### src/rtl/irq_collector_pkg.sv
package irq_collector_pkg;
  typedef struct packed {
    logic wrFlag;
    logic wrMask;
    logic rdFlag;
    logic rdMask;
    logic rdAny;
  } irqStrb_t;
endpackage

### src/rtl/irq_collector_ctrl.sv
module irq_collector_ctrl
  import irq_collector_pkg::*;
#(
  parameter int ADDR_W = 4,
  parameter logic [ADDR_W-1:0] FLAG_OFS = 'h2,
  parameter logic [ADDR_W-1:0] MASK_OFS = 'hA
) (
  input  logic              clk,
  input  logic              rst_n,
  input  logic [ADDR_W-1:0] busAddr,
  input  logic              busWrEn,
  input  logic              busRdEn,
  output irqStrb_t          strb
);
  logic hitFlag, hitMask;

  assign hitFlag = (busAddr == FLAG_OFS);
  assign hitMask = (busAddr == MASK_OFS);

  always_comb begin
    strb.wrFlag = busWrEn & hitFlag;
    strb.wrMask = busWrEn & hitMask;
    strb.rdFlag = busRdEn & hitFlag;
    strb.rdMask = busRdEn & hitMask;
    strb.rdAny  = busRdEn;
  end

  // unmapped writes produce no register strobe
  p_unmapped_wr_r8: assert property (@(posedge clk) disable iff (!rst_n)
    (busWrEn && busAddr != FLAG_OFS && busAddr != MASK_OFS) |-> !(strb.wrFlag || strb.wrMask));

  p_one_target_r8: assert property (@(posedge clk) disable iff (!rst_n)
    $onehot0({strb.wrFlag, strb.wrMask, strb.rdFlag, strb.rdMask}) || (busWrEn && busRdEn));
endmodule

### src/rtl/irq_collector_datapath.sv
module irq_collector_datapath
  import irq_collector_pkg::*;
#(
  parameter int NUM_LINES = 16,
  parameter logic [NUM_LINES-1:0] ROUTE_SEL = 16'h0700,
  parameter logic [NUM_LINES-1:0] MASK_RST  = 16'hFFFF
) (
  input  logic                 clk,
  input  logic                 rst_n,
  input  irqStrb_t             strb,
  input  logic [NUM_LINES-1:0] wrData,
  input  logic [NUM_LINES-1:0] irqIn,
  output logic [NUM_LINES-1:0] rdData,
  output logic                 irqOut
);
  logic [NUM_LINES-1:0] syncA, syncB, syncPrev;
  logic [NUM_LINES-1:0] edgeDet, flags, flagsNext, mask;

  always_ff @(posedge clk or negedge rst_n) begin
    if (!rst_n) begin
      syncA    <= '0;
      syncB    <= '0;
      syncPrev <= '0;
    end else begin
      syncA    <= irqIn;
      syncB    <= syncA;
      syncPrev <= syncB;
    end
  end

  assign edgeDet = syncB & ~syncPrev;

  for (genvar i = 0; i < NUM_LINES; i++) begin : g_flag
    logic keepBit;
    assign keepBit      = strb.wrFlag ? (flags[i] & wrData[i]) : flags[i];
    assign flagsNext[i] = keepBit | edgeDet[i];
  end

  always_ff @(posedge clk or negedge rst_n) begin
    if (!rst_n) begin
      flags  <= '0;
      mask   <= MASK_RST;
      irqOut <= 1'b0;
      rdData <= '0;
    end else begin
      flags  <= flagsNext;
      if (strb.wrMask) mask <= wrData;
      irqOut <= |(flags & ~mask & ROUTE_SEL);
      if (strb.rdAny)
        rdData <= strb.rdFlag ? flags : (strb.rdMask ? mask : '0);
    end
  end

  p_edge_wins_r4: assert property (@(posedge clk) disable iff (!rst_n)
    (edgeDet != '0) |=> ((flags & $past(edgeDet)) == $past(edgeDet)));

  p_hold_r2: assert property (@(posedge clk) disable iff (!rst_n)
    (!strb.wrFlag && edgeDet == '0) |=> $stable(flags));

  p_mask_stable_r5: assert property (@(posedge clk) disable iff (!rst_n)
    !strb.wrMask |=> $stable(mask));

  p_rd_zero_r8: assert property (@(posedge clk) disable iff (!rst_n)
    (strb.rdAny && !strb.rdFlag && !strb.rdMask) |=> (rdData == '0));

  p_unrouted_r7: assert property (@(posedge clk) disable iff (!rst_n)
    ((flags & ~mask & ROUTE_SEL) == '0) |=> !irqOut);
endmodule

### src/rtl/irq_edge_collector.sv
module irq_edge_collector
  import irq_collector_pkg::*;
#(
  parameter int NUM_LINES = 16,
  parameter int ADDR_W = 4,
  parameter logic [ADDR_W-1:0] FLAG_OFS = 'h2,
  parameter logic [ADDR_W-1:0] MASK_OFS = 'hA,
  parameter logic [NUM_LINES-1:0] ROUTE_SEL = 16'h0700,
  parameter logic [NUM_LINES-1:0] MASK_RST  = 16'hFFFF
) (
  input  logic                 clk,
  input  logic                 rst_n,
  input  logic [ADDR_W-1:0]    busAddr,
  input  logic                 busWrEn,
  input  logic [NUM_LINES-1:0] busWrData,
  input  logic                 busRdEn,
  output logic [NUM_LINES-1:0] busRdData,
  input  logic [NUM_LINES-1:0] irqIn,
  output logic                 irqOut
);
  irqStrb_t strb;

  irq_collector_ctrl #(.ADDR_W(ADDR_W), .FLAG_OFS(FLAG_OFS), .MASK_OFS(MASK_OFS)) u_ctrl (
    .clk(clk), .rst_n(rst_n), .busAddr(busAddr), .busWrEn(busWrEn),
    .busRdEn(busRdEn), .strb(strb)
  );

  irq_collector_datapath #(.NUM_LINES(NUM_LINES), .ROUTE_SEL(ROUTE_SEL), .MASK_RST(MASK_RST)) u_dp (
    .clk(clk), .rst_n(rst_n), .strb(strb), .wrData(busWrData), .irqIn(irqIn),
    .rdData(busRdData), .irqOut(irqOut)
  );
endmodule

### config.mk
export PLATFORM = sky130hd
export DESIGN_NAME = irq_edge_collector
export DESIGN_NICKNAME = d
export VERILOG_FILES = /design/src/rtl/irq_collector_pkg.sv /design/src/rtl/irq_collector_ctrl.sv /design/src/rtl/irq_collector_datapath.sv /design/src/rtl/irq_edge_collector.sv
export SDC_FILE = /design/constraint.sdc
export NUM_CORES = 1
export LEC_CHECK = 0
export ABC_AREA = 1
export BUFFER_PORTS_ARGS = -buffer_cell sky130_fd_sc_hd__clkbuf_2
export CORE_ASPECT_RATIO = 0.5
export CORE_UTILIZATION = 59
export CTS_CLUSTER_DIAMETER = 200
export DETAILED_ROUTE_END_ITERATION = 12
export HOLD_SLACK_MARGIN = 0.02
export PLACE_DENSITY = 0.83
export SYNTH_ARGS = -nofsm -noshare
export SYNTH_HDL_FRONTEND = slang
export SYNTH_SLANG_ARGS = --single-unit
### constraint.sdc
create_clock -name clk -period 1.58 [get_ports clk]
set_input_delay 0.316 -clock clk [delete_from_list [all_inputs] [get_ports clk]]
set_output_delay 0.316 -clock clk [all_outputs]
set_load 0.02 [all_outputs]
==> metrics.md <==
| Metric | Value |
|---|---|
| Status | finished with violations |
| Failing checks | design-rule violations |
| Remaining Overflow, GRT | 0 |
| Die height | between 50 and 60 µm |
| CP delay by family, top | flip-flops |
| Rows | 19 |
| Fillers | 349 |
| Seq cells post-synth | 97 |
| Final antenna-violating net count | 0 |
| Setup WS pre-CTS | 324 ps |
| First-pass GRT wire length | ~11000 µm |
| Largest stage delay on the critical path | 400 ps |
| Type of origin of the critical path | register |
| Mapped Nets | 379 |
| Initial Util | 62.8% |
| Max cap viols | 0 |
| Crit Path Max Fanout | 2 |
| Synth warnings | 0 |
| Final Hold Viols | 0 |
| Placer Congestion | 0.922 |
| Root buf cell | clkbuf_16 |
| RSZ-0062 raised after global routing | no |
| Post-CTS Resized | 0 |
| Wire per inst | around 14 µm |
| Cell depth of the worst flop-to-flop path | 3 |
| Clock Skews | 3.81 ps |
| Yosys cell types | 14 |
| Met3 WL | 588 µm |
| Mapped Area | 3540 µm² |
| Total clock sinks | 97 |
| Met2 routed WL | 2900 µm |
| PortBufs | 56 |
| CTS tree | built |
| Clock transition at path regs | 70 ps |
| Worst-margin pin slew | about 420 ps |
| Setup ws final | 361 ps |
| Initial detailed-routing violation count | 133 |
| Cells after Synth | 339 |
| Area of the multi-input gates | 851 µm² |
| Number of global-route vias before repair | 2361 |
| WP data arrival | ~900 ps |
| Power per cell area | 1270 nW/µm² |
| CTS H-tree lvls | 3 |
| Clock tree buffer depth | 2 |
| GRT Util Overall | 23.3% |
| Area growth, synth to finish | 19.1% |
| Layout cell share with drive strength beyond 1 | between 20 and 30% |
| Leak | 2.18 nW |
| Critical-path cell list | clkbuf_2 |
| Slowest CP cell | dfrtp_1 |
| CP required | ~1300 ps |
| Critical path class | register to primary output |
| Post-Layout Cell Count | 473 |
| Largest net degree at the start of global routing | 45 |
| TritonCTS buffer count | 9 |
| Hold path cells | 1 |
| Top-area cell type share of the netlist area | 57.2% |
| DP HPWL | 4510 µm |
| Synth Flop Type | dfrtp_1 |
| Initial antenna violation count | 0 |
| Fin Hold WS | 73.2 ps |
| Metal1 wirelength | 2970 µm |
| First-pass iteration count of the detailed router | 9 |
| Seq/Total Area, Yosys | 69.1% |
| Setup tns final | 0 ps |
| Top cells by count, synth | 99 x nand2_1, 81 x dfrtp_1, 48 x nand3_1 |
| Yosys top cell by area | dfrtp_1 |
| Core area | 5630 µm² |
| Total wire length | 6560 µm |
| Slew margin rel. | 72.2% |
| Clk_lat worst skew | 340 ps |
| Max Used Layer | met4 |
| DR vias/cell | 5.21 |
| FF/Latch Area | 2450 µm² |
| # setup viols final | 0 |
| # nets final | 435 |
| Post-synth EDFFs | 0 |
| Top-count cell post-synth | nand2_1 |
| WP buf/inv | 1 |
| Asr flop ratio synth | 100% |
| Tmin final | 1220 ps |
| Top cells by area, synth | dfrtp_1 57%, dfstp_2 12%, nand2_1 10%, nand3_1 6.8%, nand4_1 5.7% |
| Die Area | 6330 µm² |
| Critical Path Stages | 1 |
| I/O Pins | 57 |
| VDD IR max | 0.955 mV |
| Chip width | approximately 110 µm |
| Placed cell count | 456 |
| DR vias | approximately 2500 |
| Final Cycle Share | slightly below 80% |
| Remaining DRCs | 5 |
| Worst hold-check path type | input port to register |
| Slew Limit Fails | 0 |
| Avg Cell Area, Syn | 10.4 µm² |
| Diodes inserted | 0 |
| CP endpoint kind | primary output |
| FMAX | 0.820 GHz |
| Post-CTS Setup Inserts | 0 |
-- power breakdown --
part / internal, mW / total (mW) / switching, mW
combinational: 0.138 / 0.398 / 0.260
clock: 1.13 / 2.12 / 0.996
sequential: 2.73 / 2.83 / 0.107
-- per-layer routing --
layer | up-vias | GRT usage, %
li1 | 1202 | -
met1 | 1137 | 34.0
met2 | 110 | 33.4
met3 | 13 | 7.34
met4 | 0 | 8.11
met5 | - | 0
-- final timing paths --
| check | slack, ps | startpoint | end |
|---|---|---|---|
| setup / recovery | 360 | u_dp.rdData[8] | busRdData[8] |
| hold / removal | 70 | irqIn[11] | u_dp.syncA[11] |
| setup reg to reg | 710 | u_dp.mask[10] | u_dp.irqOut |
| hold reg to reg | 350 | u_dp.syncA[10] | u_dp.syncB[10] |
| max in group asynchronous | 580 | rst_n | u_dp.mask[7] |
| min in group asynchronous | 450 | rst_n | u_dp.rdData[9] |
-- flip-flops by register name, summed over array words and instances (netlist names) --
name	count
u_dp.flags	16
u_dp.mask	16
u_dp.rdData	16
u_dp.syncA	16
u_dp.syncB	16
u_dp.syncPrev	16
u_dp.irqOut	1
-- layout by cell type (no fill, tap or decap) --
master         instances
inv_6                  2
clkinv_8               3
inv_8                  1
nand4_1               32
nand2_2                1
dfstp_2               16
buf_12                 2
dfrtp_1               81
o221ai_1               1
nand2_1               99
clkinvlp_4             1
inv_1                 37
nor2_2                 2
buf_4                  6
clkbuf_16              9
inv_2                  2
dlygate4sd3_1          1
clkbuf_2              55
nand3_1               48
nor2_4                 1
-- cells by family after synthesis --
kind of cell	synth area share, %
compound gates	0.247
buf+inv	6.86
flops	69.1
simple gates	23.8
-- cell type report --
class | instances | share of cell area (%)
sequential | 97 | 58.0
multi-input combinational | 184 | 20.2
timing repair buffer | 64 | 8.78
clock buffer | 9 | 5.34
inverter | 39 | 3.47
tap | 73 | 2.17
clock inverter | 7 | 2.02
-- through the flow --
step	util (%)	total power, mW	instance area (µm²)
after floorplan	-	3.06	3540
after global placement	69.2	3.24	3900
after detailed placement	69.2	3.27	3900
after CTS	74.8	5.40	4220
after global routing	74.8	5.57	4220
final	74.8	5.36	4220
-- timing repair --
item,CTS,global route
hold buffers,1,0
hold endpoints to repair,17,0
setup endpoints to repair,0,0
Power figures use the tool's default switching activity.
